--- src/rtl/txf_pkg.sv ---
package txf_pkg;

  typedef enum logic [1:0] {
    LVL_ALL  = 2'b00,
    LVL_HALF = 2'b01,
    LVL_3Q   = 2'b10,
    LVL_ANY  = 2'b11
  } lvl_code_e;

  // Free positions needed before the interrupt may assert.
  function automatic int unsigned need_free(input int unsigned depth,
                                            input logic [1:0] code);
    case (lvl_code_e'(code))
      LVL_ALL:  return depth;
      LVL_HALF: return depth >> 1;
      LVL_3Q:   return (depth >> 1) + (depth >> 2);
      default:  return 1;
    endcase
  endfunction

  // Pointer step with wrap at the active depth.
  function automatic int unsigned ptr_step(input int unsigned ptr,
                                           input int unsigned depth);
    return (ptr + 1 == depth) ? 0 : ptr + 1;
  endfunction

endpackage

--- src/rtl/txf_ctrl.sv ---
module txf_ctrl #(
  parameter int SMALL_DEPTH = 8,
  parameter int LARGE_DEPTH = 256,
  localparam int AW = $clog2(LARGE_DEPTH),
  localparam int CW = AW + 1
) (
  input  logic          clk,
  input  logic          rst_n,
  input  logic          deep_sel,
  input  logic          wr_en,
  input  logic          rd_pop,
  output logic          flush_evt,
  output logic          push_acc,
  output logic          pop_acc,
  output logic          wr_drop,
  output logic [AW-1:0] wr_ptr,
  output logic [AW-1:0] rd_ptr,
  output logic [CW-1:0] depth_now,
  output logic [CW-1:0] free_cnt,
  output logic          full,
  output logic          empty,
  output logic          overrun
);
  localparam logic [CW-1:0] DEP_S = CW'(SMALL_DEPTH);
  localparam logic [CW-1:0] DEP_L = CW'(LARGE_DEPTH);

  logic          deep_q;
  logic [CW-1:0] occ;
  logic          ovr_q;

  assign depth_now = deep_q ? DEP_L : DEP_S;
  assign flush_evt = deep_sel != deep_q;
  assign empty     = occ == '0;
  assign full      = occ == depth_now;
  assign free_cnt  = depth_now - occ;
  assign overrun   = ovr_q;

  assign push_acc  = wr_en  && !full  && !flush_evt;
  assign pop_acc   = rd_pop && !empty && !flush_evt;
  assign wr_drop   = wr_en  &&  full  && !flush_evt;

  always_ff @(posedge clk) begin
    if (!rst_n) begin
      deep_q <= 1'b0;
      occ    <= '0;
      wr_ptr <= '0;
      rd_ptr <= '0;
      ovr_q  <= 1'b0;
    end else if (flush_evt) begin
      deep_q <= deep_sel;
      occ    <= '0;
      wr_ptr <= '0;
      rd_ptr <= '0;
      ovr_q  <= 1'b0;
    end else begin
      occ <= occ + CW'(push_acc) - CW'(pop_acc);
      if (push_acc)
        wr_ptr <= AW'(txf_pkg::ptr_step(32'(wr_ptr), 32'(depth_now)));
      if (pop_acc)
        rd_ptr <= AW'(txf_pkg::ptr_step(32'(rd_ptr), 32'(depth_now)));
      if (wr_drop)
        ovr_q <= 1'b1;
    end
  end
endmodule

--- src/rtl/txf_mem.sv ---
module txf_mem #(
  parameter int ENTRIES = 256,
  parameter int DATA_W  = 8,
  localparam int AW = $clog2(ENTRIES)
) (
  input  logic              clk,
  input  logic              we,
  input  logic [AW-1:0]     waddr,
  input  logic [DATA_W-1:0] wdata,
  input  logic [AW-1:0]     raddr,
  output logic [DATA_W-1:0] rdata
);
  logic [DATA_W-1:0] cells [ENTRIES];

  always_ff @(posedge clk) begin
    if (we) cells[waddr] <= wdata;
  end

  assign rdata = cells[raddr];
endmodule

--- src/rtl/txf_thresh.sv ---
module txf_thresh #(
  parameter int CW = 9
) (
  input  logic [CW-1:0] free_cnt,
  input  logic [CW-1:0] depth_now,
  input  logic [1:0]    lvl_code,
  input  logic          tx_en,
  output logic          tx_irq
);
  logic [CW-1:0] need [4];
  logic [3:0]    hit;

  for (genvar c = 0; c < 4; c++) begin : g_lvl
    assign need[c] = CW'(txf_pkg::need_free(32'(depth_now), 2'(c)));
    assign hit[c]  = free_cnt >= need[c];
  end

  assign tx_irq = tx_en && hit[lvl_code];
endmodule

--- src/rtl/txf_top.sv ---
module txf_top #(
  parameter int SMALL_DEPTH = 8,
  parameter int LARGE_DEPTH = 256,
  parameter int DATA_W      = 8,
  localparam int AW = $clog2(LARGE_DEPTH),
  localparam int CW = AW + 1
) (
  input  logic              clk,
  input  logic              rst_n,
  input  logic              deep_sel,
  input  logic [1:0]        lvl_code,
  input  logic              tx_en,
  input  logic              wr_en,
  input  logic [DATA_W-1:0] wr_data,
  input  logic              rd_pop,
  output logic              rd_ready,
  output logic [DATA_W-1:0] rd_data,
  output logic              tx_irq,
  output logic [CW-1:0]     free_cnt,
  output logic              full,
  output logic              overrun
);
  logic          flush_evt;
  logic          push_acc;
  logic          pop_acc;
  logic          wr_drop;
  logic          empty;
  logic [AW-1:0] wr_ptr;
  logic [AW-1:0] rd_ptr;
  logic [CW-1:0] depth_now;

  txf_ctrl #(.SMALL_DEPTH(SMALL_DEPTH), .LARGE_DEPTH(LARGE_DEPTH)) u_ctrl (
    .clk(clk), .rst_n(rst_n), .deep_sel(deep_sel), .wr_en(wr_en),
    .rd_pop(rd_pop), .flush_evt(flush_evt), .push_acc(push_acc),
    .pop_acc(pop_acc), .wr_drop(wr_drop), .wr_ptr(wr_ptr), .rd_ptr(rd_ptr),
    .depth_now(depth_now), .free_cnt(free_cnt), .full(full),
    .empty(empty), .overrun(overrun)
  );

  txf_mem #(.ENTRIES(LARGE_DEPTH), .DATA_W(DATA_W)) u_mem (
    .clk(clk), .we(push_acc), .waddr(wr_ptr), .wdata(wr_data),
    .raddr(rd_ptr), .rdata(rd_data)
  );

  txf_thresh #(.CW(CW)) u_thr (
    .free_cnt(free_cnt), .depth_now(depth_now), .lvl_code(lvl_code),
    .tx_en(tx_en), .tx_irq(tx_irq)
  );

  assign rd_ready = !empty;
endmodule

--- config.mk ---
export PLATFORM = sky130hd
export DESIGN_NAME = txf_top
export DESIGN_NICKNAME = d
export VERILOG_FILES = /design/src/rtl/txf_pkg.sv /design/src/rtl/txf_ctrl.sv /design/src/rtl/txf_mem.sv /design/src/rtl/txf_thresh.sv /design/src/rtl/txf_top.sv
export SDC_FILE = /design/constraint.sdc
export NUM_CORES = 2
export LEC_CHECK = 0
export BUFFER_PORTS_ARGS = -buffer_cell sky130_fd_sc_hd__buf_2
export CORE_UTILIZATION = 60
export CTS_CLUSTER_DIAMETER = 120
export DETAILED_ROUTE_END_ITERATION = 8
export GPL_ROUTABILITY_DRIVEN = 0
export GPL_TIMING_DRIVEN = 1
export PLACE_DENSITY = 0.81
export SKIP_LAST_GASP = 1
export SYNTH_ARGS = -nofsm -noshare
export SYNTH_HDL_FRONTEND = slang
export SYNTH_HIERARCHICAL = 1
export SYNTH_SLANG_ARGS = --single-unit
--- constraint.sdc ---
create_clock -name clk -period 4.82 [get_ports clk]
set_input_delay 0 -clock clk [delete_from_list [all_inputs] [get_ports clk]]
set_output_delay 0 -clock clk [all_outputs]
set_load 0.02 [all_outputs]
==> impl_metrics.json <==
{
  "clkTransAtPathRegs_ns": 0.06,
  "grt_pass1_vias": 43320,
  "yosys-top-cells-count": "edfxtp_1, mux4_2, nor2_1, mux2i_1, a22oi_1",
  "numCtsBuffers": 195,
  "synth_edf_count": 2048,
  "grt_pass1_wl_mm": 293,
  "dieArea_um2": 138000,
  "max_freq_mhz": 205,
  "syn_inst": 4069,
  "yosysMostFrequentCell": "edfxtp_1",
  "viasPerCell": 7.00,
  "numClockSinks": 2075,
  "drc_errors": 0,
  "rsz0062_at_grt": "false",
  "h-tree-depth": 4,
  "layout_setup_ws_ns": -0.0524,
  "fin_crit_sh": 1.01,
  "dp_cells": 5780,
  "path_max_fanout": 38,
  "status": "complete, but fails checks",
  "power_density_nw_per_um2": 430,
  "max-cap-violations": 0,
  "worst_pin_slew_ns": 1.30,
  "ys_async_sr_fraction": 0,
  "start_kind": "flop",
  "stdcell_count": 6154,
  "syn_area_per_cell_um2": 20.2,
  "synth_flop_cell": "edfxtp_1",
  "ir_worst_vdd_mv": 0.414,
  "slew_violations": 0,
  "slew_headroom": 0.131,
  "cts_root_buf": "clkbuf_16",
  "slowest_stage": "nor4_1",
  "die_w_um": 372,
  "start_util": 0.606,
  "fin_skew_ns": 0.0307,
  "antenna_found_initial": 5,
  "fill_cells": 7999,
  "syn_area_um2": 82200,
  "grt_max_degree": 153,
  "clock_latency_ns": 0.83,
  "synth-seq-cells": 2075,
  "die_y_um": 372,
  "multi_input_area_um2": 18600,
  "grt_use_total": 0.296,
  "ys_types": 80,
  "syn_to_final_growth_pct": 10.5,
  "drt_iter0_drc": 6264,
  "num-nets-final": 4280,
  "power_uw": 39000,
  "ios": 37,
  "grt_overflow": 0,
  "ys_seq_area_frac": 0.755,
  "cts_tree": "done",
  "std_cell_rows": 135,
  "core_region_area_um2": 136000,
  "setup_tns_ns": -0.0524,
  "detail-route-antenna-nets": 0,
  "vias": 43060,
  "regArea_um2": 62100,
  "netlist_top_cells_area": "edfxtp_1, mux4_2, mux2i_1",
  "wire_per_inst_um": 32.8,
  "required_ns": 4.82,
  "synth_top_cell_area_share": 0.748,
  "hp-class": "in2reg",
  "firstDrtPassIters": 9,
  "synth_area_leader_cell": "edfxtp_1",
  "report.final.setup_viol": 1,
  "yosysWarnings": 6,
  "end_kind": "primary output",
  "port_buffers": 36,
  "place_hpwl_mm": 119,
  "wirelength_mm": 202,
  "hold_ws_ns": 0.00308,
  "drive_above_1_share": 0.215,
  "slowest_delay_ns": 0.97,
  "final_util": 0.670,
  "cts_max_path_buffers": 3,
  "violations": "negative setup slack",
  "p_leak_uw": 0.0274,
  "period_needed_ns": 4.87,
  "critical_path_class": "reg2out",
  "cp_cell_sequence": "and2_1, buf_4, a22oi_1, a21oi_1, nor3_1, nor4_1, buf_2",
  "worstPathArrival_ns": 4.87,
  "hold_viol": 0
}
report_power, final:
group          switching [uW]  internal [uW]
registers                59.4          19900
clock network            6530           8350
logic                    2380           1850
total                    8980          30100
worst max-delay path: cells and delay by family (launching register included):
family          cells  cell delay [ns]
compound gates      2             0.60
buf+inv             2             0.75
flops               1             0.83
simple gates        3             1.85
stage by stage:
step           area (um2)  setup slack (ns)
2_1_floorplan       82200              1.17
3_3_place_gp        84500             0.781
3_5_place_dp        84500             0.774
4_1_cts             90800           -0.0120
5_1_grt             90800            0.0240
6_report            90800           -0.0524
repair_timing:
item                                    4_1_cts  5_1_grt
hold buffers                                 13        0
hold endpoints to repair                    574        0
endpoints found under the setup margin        3        1
setup buffers                                 1        0
resized for setup                             1        1
routing by layer:
| layer | vias up | GRT usage | part of all wire |
|---|---|---|---|
| met5 | - | 0 | 0.00018 |
| li1 | 17117 | - | - |
| met2 | 3313 | 0.469 | 0.48 |
| met1 | 22006 | 0.402 | 0.35 |
| met4 | 6 | 0.133 | 0.049 |
| met3 | 618 | 0.0622 | 0.12 |
state kept, by name, summed over array words and instances, names as in the netlist:
| signal | count |
|---|---|
| u_mem/cells | 2048 |
| u_ctrl/rd_ptr | 8 |
| u_ctrl/occ | 9 |
| u_ctrl/overrun | 1 |
| u_ctrl/wr_ptr | 8 |
| u_ctrl/deep_q | 1 |
placed cells by master (no fill, tap or decap), types with 32 or more instances in the layout:
master        n
edfxtp_1   2048
mux4_2      454
nor2_1      314
clkbuf_16   199
mux2i_1     135
a22oi_1     133
buf_4       111
a21oi_1     111
nand2_1      57
ha_1         52
clkinv_2     48
nand3_1      48
clkinv_1     46
o221ai_1     46
inv_1        33
nor2b_1      33
clkbuf_1     32
final timing paths:
kind,start,endpoint,slack (ns),depth (start not counted)
worst max register to register,u_ctrl/deep_q,u_ctrl/occ[8],0.71,15
worst min-delay path,wr_data[2],u_mem/cells[82][2],0.003,1
worst max-delay path,u_ctrl/rd_ptr[3],rd_data[1],-0.05,7
worst min register to register,u_ctrl/overrun,u_ctrl/overrun,0.49,1
layout make-up:
| type | count | share of cell area |
|---|---|---|
| flip-flops and latches | 2075 | 0.683 |
| multi-input cells | 1719 | 0.204 |
| clock buffers | 234 | 0.0566 |
| well taps | 1781 | 0.0245 |
| repair buffers | 184 | 0.0187 |
| clock inverters | 123 | 0.0111 |
| inverters | 35 | 0.00146 |
| diodes | 3 | 0.0000827 |
cell families after synthesis:
family / Yosys count / share of synthesized area
DFF: 2075 / 0.755
muxes: 592 / 0.142
and+or+nand+nor: 588 / 0.0331
AOI/OAI and AO/OA: 446 / 0.0383
buffers and inverters: 281 / 0.0202
adders and majority gates: 54 / 0.00840
xor gates and xnor gates: 32 / 0.00341
other: 1 / 0.0000456
No activity file was read; power rests on OpenSTA's default activity.
